<file path="src/rtl/uart_brk_pkg.sv">
// Shared types for the serial transmitter.
// Assumes: nothing beyond IEEE 1800-2017 packages.
package uart_brk_pkg;

    // Framing options captured when a byte enters the shifter.
    typedef struct packed {
        logic par_en;
        logic par_odd;
        logic two_stop;
    } frame_cfg_t;

    // Port-path pin modes used while transmission is disabled.
    typedef enum logic [1:0] {
        PIN_RELEASE = 2'b00,
        PIN_PUSH    = 2'b01,
        PIN_OPEN    = 2'b10,
        PIN_PUSH_B  = 2'b11
    } pin_mode_e;

endpackage

</file>
<file path="src/rtl/tx_holdreg.sv">
// Holding register and empty flag in front of the shifter.
// Accepts writes at any time; a transfer is requested only when a
// fresh byte is held and software has cleared the flag.
// Assumes: xfer_ack is asserted only while load_req is 1.
module tx_holdreg #(
    parameter int DATA_W = 8
) (
    input  logic              clk,
    input  logic              rst_n,
    input  logic              tx_enable,
    input  logic              wr_en,
    input  logic [DATA_W-1:0] wr_data,
    input  logic              empty_clr,
    input  logic              xfer_ack,
    output logic [DATA_W-1:0] hold_data,
    output logic              load_req,
    output logic              empty
);

    logic [DATA_W-1:0] data_q;
    logic              fresh_q;
    logic              empty_q;

    // Capture writes at any time; the flag and the fresh marker track transfers.
    always_ff @(posedge clk) begin
        if (!rst_n) begin
            data_q  <= '0;
            fresh_q <= 1'b0;
            empty_q <= 1'b1;
        end else begin
            if (wr_en) begin
                data_q <= wr_data;
            end
            if (!tx_enable) begin
                fresh_q <= 1'b0;
                empty_q <= 1'b1;
            end else begin
                if (wr_en) begin
                    fresh_q <= 1'b1;
                end else if (xfer_ack) begin
                    fresh_q <= 1'b0;
                end
                if (xfer_ack) begin
                    empty_q <= 1'b1;
                end else if (empty_clr) begin
                    empty_q <= 1'b0;
                end
            end
        end
    end

    // Present the held byte and the transfer request.
    always_comb begin
        hold_data = data_q;
        load_req  = fresh_q & ~empty_q;
        empty     = empty_q;
    end

endmodule

</file>
<file path="src/rtl/tx_framer.sv">
// Frame shifter: builds start/data/parity/stop frames and moves one bit
// per baud tick. A new frame is loaded on a tick while idle, or on
// the tick that ends the last stop bit.
// Assumes: baud_tick is a single-cycle pulse.
module tx_framer
    import uart_brk_pkg::*;
#(
    parameter int DATA_W = 8
) (
    input  logic              clk,
    input  logic              rst_n,
    input  logic              baud_tick,
    input  logic              tx_enable,
    input  frame_cfg_t        cfg,
    input  logic              load_req,
    input  logic [DATA_W-1:0] load_data,
    output logic              load_ack,
    output logic              line
);

    localparam int FRAME_W = DATA_W + 4;
    localparam int CNT_W   = $clog2(FRAME_W + 1);

    logic [FRAME_W-1:0] frame_q;
    logic [CNT_W-1:0]   left_q;
    logic [FRAME_W-1:0] new_frame;
    logic [CNT_W-1:0]   new_len;
    logic               ready;

    // Assemble the frame image and its length from the held byte.
    always_comb begin
        new_frame              = '1;
        new_frame[0]           = 1'b0;
        new_frame[DATA_W:1]    = load_data;
        if (cfg.par_en) begin
            new_frame[DATA_W+1] = cfg.par_odd ? ~(^load_data) : (^load_data);
        end
        new_len = CNT_W'(DATA_W + 2) + CNT_W'(cfg.par_en) + CNT_W'(cfg.two_stop);
    end

    // Decide whether this tick loads a new frame.
    always_comb begin
        ready    = (left_q <= CNT_W'(1));
        load_ack = baud_tick & tx_enable & load_req & ready;
    end

    // Shift one bit per tick, reload or go idle at frame end, abort when disabled.
    always_ff @(posedge clk) begin
        if (!rst_n) begin
            frame_q <= '1;
            left_q  <= '0;
        end else if (!tx_enable) begin
            frame_q <= '1;
            left_q  <= '0;
        end else if (load_ack) begin
            frame_q <= new_frame;
            left_q  <= new_len;
        end else if (baud_tick && left_q != '0) begin
            frame_q <= {1'b1, frame_q[FRAME_W-1:1]};
            left_q  <= left_q - CNT_W'(1);
        end
    end

    // Idle line is high; otherwise the current frame bit.
    always_comb begin
        line = (left_q != '0) ? frame_q[0] : 1'b1;
    end

endmodule

</file>
<file path="src/rtl/tx_pinmux.sv">
// Selects who controls the TX pin: the shifter while enabled, the
// software port path (mode and level) while disabled.
// Assumes: purely combinational; no pin synchronisation needed.
module tx_pinmux
    import uart_brk_pkg::*;
(
    input  logic       tx_enable,
    input  logic       line,
    input  logic [1:0] pin_mode,
    input  logic       pin_level,
    output logic       tx_pin,
    output logic       tx_pin_oe
);

    // Route the shifter or the port path to the pin.
    always_comb begin
        tx_pin    = 1'b1;
        tx_pin_oe = 1'b0;
        if (tx_enable) begin
            tx_pin    = line;
            tx_pin_oe = 1'b1;
        end else begin
            case (pin_mode_e'(pin_mode))
                PIN_PUSH, PIN_PUSH_B: begin
                    tx_pin    = pin_level;
                    tx_pin_oe = 1'b1;
                end
                PIN_OPEN: begin
                    tx_pin    = pin_level;
                    tx_pin_oe = ~pin_level;
                end
                default: begin
                    tx_pin    = 1'b1;
                    tx_pin_oe = 1'b0;
                end
            endcase
        end
    end

endmodule

</file>
<file path="src/rtl/uart_brk_tx.sv">
// Serial transmitter top: holding register, frame shifter and pin
// selector with a software port path used for breaks.
// Assumes: baud_tick comes from an external divider; all inputs are
// synchronous to clk.
module uart_brk_tx
    import uart_brk_pkg::*;
#(
    parameter int DATA_W = 8
) (
    input  logic              clk,
    input  logic              rst_n,
    input  logic              baud_tick,
    input  logic              tx_enable,
    input  logic              par_en,
    input  logic              par_odd,
    input  logic              two_stop,
    input  logic              wr_en,
    input  logic [DATA_W-1:0] wr_data,
    input  logic              empty_clr,
    input  logic [1:0]        pin_mode,
    input  logic              pin_level,
    output logic              tx_pin,
    output logic              tx_pin_oe,
    output logic              tx_empty
);

    logic [DATA_W-1:0] hold_data;
    logic              load_req;
    logic              load_ack;
    logic              line;
    frame_cfg_t        cfg;

    // Gather the framing options into one word.
    always_comb begin
        cfg.par_en   = par_en;
        cfg.par_odd  = par_odd;
        cfg.two_stop = two_stop;
    end

    tx_holdreg #(.DATA_W(DATA_W)) hold_i (
        .clk       (clk),
        .rst_n     (rst_n),
        .tx_enable (tx_enable),
        .wr_en     (wr_en),
        .wr_data   (wr_data),
        .empty_clr (empty_clr),
        .xfer_ack  (load_ack),
        .hold_data (hold_data),
        .load_req  (load_req),
        .empty     (tx_empty)
    );

    tx_framer #(.DATA_W(DATA_W)) frame_i (
        .clk       (clk),
        .rst_n     (rst_n),
        .baud_tick (baud_tick),
        .tx_enable (tx_enable),
        .cfg       (cfg),
        .load_req  (load_req),
        .load_data (hold_data),
        .load_ack  (load_ack),
        .line      (line)
    );

    tx_pinmux mux_i (
        .tx_enable (tx_enable),
        .line      (line),
        .pin_mode  (pin_mode),
        .pin_level (pin_level),
        .tx_pin    (tx_pin),
        .tx_pin_oe (tx_pin_oe)
    );

endmodule

</file>
<file path="config.mk">
export PLATFORM = sky130hd
export DESIGN_NAME = uart_brk_tx
export DESIGN_NICKNAME = d
export VERILOG_FILES = /design/src/rtl/uart_brk_pkg.sv /design/src/rtl/tx_holdreg.sv /design/src/rtl/tx_framer.sv /design/src/rtl/tx_pinmux.sv /design/src/rtl/uart_brk_tx.sv
export SDC_FILE = /design/constraint.sdc
export NUM_CORES = 1
export LEC_CHECK = 0
export ABC_AREA = 0
export CAP_MARGIN = 20
export CORE_MARGIN = 2
export CORE_UTILIZATION = 51
export CTS_CLUSTER_DIAMETER = 40
export CTS_CLUSTER_SIZE = 24
export DETAILED_ROUTE_END_ITERATION = 12
export PLACE_DENSITY = 0.78
export SYNTH_ARGS = -nofsm -noshare
export SYNTH_HDL_FRONTEND = slang
export SYNTH_HIERARCHICAL = 1
export SYNTH_SLANG_ARGS = --single-unit
</file>
<file path="constraint.sdc">
create_clock -name clk -period 2.3 [get_ports clk]
set_input_delay 0.46 -clock clk [delete_from_list [all_inputs] [get_ports clk]]
set_output_delay 0.46 -clock clk [all_outputs]
set_load 0.02 [all_outputs]
</file>
==> results_dict.tcl <==
set metrics [dict create \
    grt.overflow.total 0 \
    diodes 0 \
    cts_buffer_depth 2 \
    finalMaxSlewViolations 0 \
    min_to "hold_i/fresh_q" \
    num_rows 17 \
    fin_tns_setup_ps 0 \
    die_w_um 53.2 \
    synth_cells 132 \
    coreArea_um2 2250 \
    setup_viol 0 \
    dieArea_um2 2830 \
    wire_per_inst_um 12.8 \
    place_congestion 0.689 \
    dp_slack_ps 9.53 \
    drv_cap 0 \
    fin_crit_sh 0.922 \
    synth_area_leaders "dfxtp_1, mux2i_1, a211oi_1" \
    antenna_left 0 \
    criticalPathCategory "reg -> out" \
    crit_start "frame_i/left_q[1]" \
    worst_slack_ps 180 \
    ir_worst_vdd_mv 0.325 \
    path_max_fanout 3 \
    outcome "complete, no violations" \
    start_util 0.547 \
    netlist_area_um2 1230 \
    grt_first_pass_wirelength_um 3900 \
    max_clock_freq_mhz 472 \
    antenna_found_initial 0 \
    power_density_nw_per_um2 526 \
    critPathLaunchType "register" \
    ys_seq_area_frac 0.390 \
    tritoncts.num_buffers 3 \
    grt_pass1_vias 942 \
    relSlewSlack 0.680 \
    track_usage 0.193 \
    via_count 979 \
    postCtsSetupBuffers 0 \
    rr_worst_depth 7 \
    ys_warn_count 6 \
    synth_top_cell_area_share 0.390 \
    ioPinCount 23 \
    crit_arrival_ps 1660 \
    numPortBuffers 22 \
    ys_types 35 \
    clock_latency_ps 320 \
    hold_path.class "reg -> reg" \
    min_from "hold_i/fresh_q" \
    p_leak_nw 0.646 \
    drc 0 \
    num-nets-final 181 \
    grt_max_degree 16 \
    fin_worst_skew_ps 1.83 \
    first_pass_iters 4 \
    post-route-min-period_ps 2120 \
    rsz0062_at_grt "no" \
    reg2reg_slack_ps 500 \
    r2r_end "frame_i/frame_q[2]" \
    drive_above_1_share 0.115 \
    yosys_register_bits 24 \
    place_hpwl_um 1740 \
    critPathCaptureType "output pin" \
    root_buffer "clkbuf_4" \
    worst_pin_slew_ps 479 \
    drtIter0Drc 5 \
    avgViaCountPerCell 5.32 \
    min_delay_path_depth 2 \
    cts_max_level 1 \
    synth_nets 156 \
    cts_tree "yes" \
    drt_wl_total_um 2350 \
    worstReg2RegStart "frame_i/left_q[1]" \
    hold_viol 0 \
    worstPathRequired_ps 1840 \
    area_growth_pct 22.1 \
    synth.avg_cell_area_um2 9.34 \
    cts_num_sinks 24 \
    yosys.area.top_type "dfxtp_1" \
    clk_pin_slew_ps 130 \
    die_y_um 53.2 \
]
## layer usage
| layer | vias to the layer above | global-route usage | part of all wire |
|---|---|---|---|
| met4 | 0 | 0.0897 | 0.020 |
| met3 | 5 | 0.0508 | 0.040 |
| met2 | 21 | 0.327 | 0.50 |
| met1 | 442 | 0.226 | 0.44 |
| met5 | - | 0 | 0 |
| li1 | 511 | - | - |
## critical path, stage by stage (launching register included)
cell      delay [ps]
dfxtp_1          340
inv_1            100
ha_1             150
or3b_4           380
nand2b_1          80
mux2_2           130
clkbuf_2         160
## metrics by stage
step                cells  power, mW  cell area, um2  hold WS (ps)   util
detailed placement    180      0.576            1470           460  0.653
CTS                   184      0.798            1510           480  0.668
global placement      180      0.572            1470           450  0.653
global route          184      0.828            1510           511  0.668
floorplan             132      0.520            1230           440      -
finish                184      0.792            1510           477  0.668
## cells in the final DEF, fill, tap and decap left out, drive strengths merged, types with 6 or more instances in the layout
master,count
nor2b,9
inv,6
a211oi,11
clkdlybuf4s50,20
o21ai,10
mux2i,9
nor2,12
and3,9
dfxtp,24
## registers in the layout (all words and copies together), names as in the netlist
name,count
frame_i/frame_q,10
frame_i/left_q,4
hold_i/empty,1
hold_i/fresh_q,1
hold_i/hold_data,8
## area by class of cell
class                      count  area (um2)
clock buffer                   4        36.3
multi-input combinational     95         676
sequential                    24         480
inverter                       6        22.5
fill                         189         749
tap                           28        35.0
timing repair buffer          27         255
## what timing repair did
item,4_1_cts,5_1_grt
gates resized for setup,1,3
hold buffers,0,0
cloned,0,0
endpoints found under the setup margin,1,2
## cells in the mapped netlist, drive strengths merged
library cell / number
mux2: 1
a211o: 1
nor2b: 9
nor4: 2
and3: 9
or3b: 1
mux2i: 9
nand2: 3
o21ai: 10
nor3: 1
and2: 2
a211oi: 11
xor2: 3
nand2b: 2
nor2: 12
buf: 5
clkbuf: 2
or4: 1
o21bai: 1
nand3: 2
dfxtp: 24
xnor2: 5
inv: 6
a41oi: 1
ha: 4
a21oi: 3
xnor3: 1
o21a: 1
## where the power goes
| group | switching (mW) | internal [mW] |
|---|---|---|
| Combinational | 0.0501 | 0.0774 |
| Sequential | 0.00987 | 0.428 |
| Clock | 0.130 | 0.0970 |
| Total | 0.190 | 0.602 |
## how the worst max path moves through the flow
stage,end,slack [ps],cells after the start
floorplan,tx_pin,540,6
global placement,tx_pin,40,3
detailed placement,tx_pin_oe,10,5
CTS,tx_pin,10,6
global route,tx_pin,80,6
finish,tx_pin,180,6
## cells by family (layout without fill, tap and decap cells)
| family | count (synthesis) | in the layout | synth area share |
|---|---|---|---|
| and+or+nand+nor | 44 | 44 | 0.204 |
| AOI/OAI and AO/OA | 28 | 28 | 0.146 |
| DFF | 24 | 24 | 0.390 |
| buffers and inverters | 13 | 37 | 0.0619 |
| muxes | 10 | 10 | 0.0822 |
| xor gates and xnor gates | 9 | 9 | 0.0751 |
| adders and majority gates | 4 | 4 | 0.0406 |
Power figures use the tool's default switching activity.
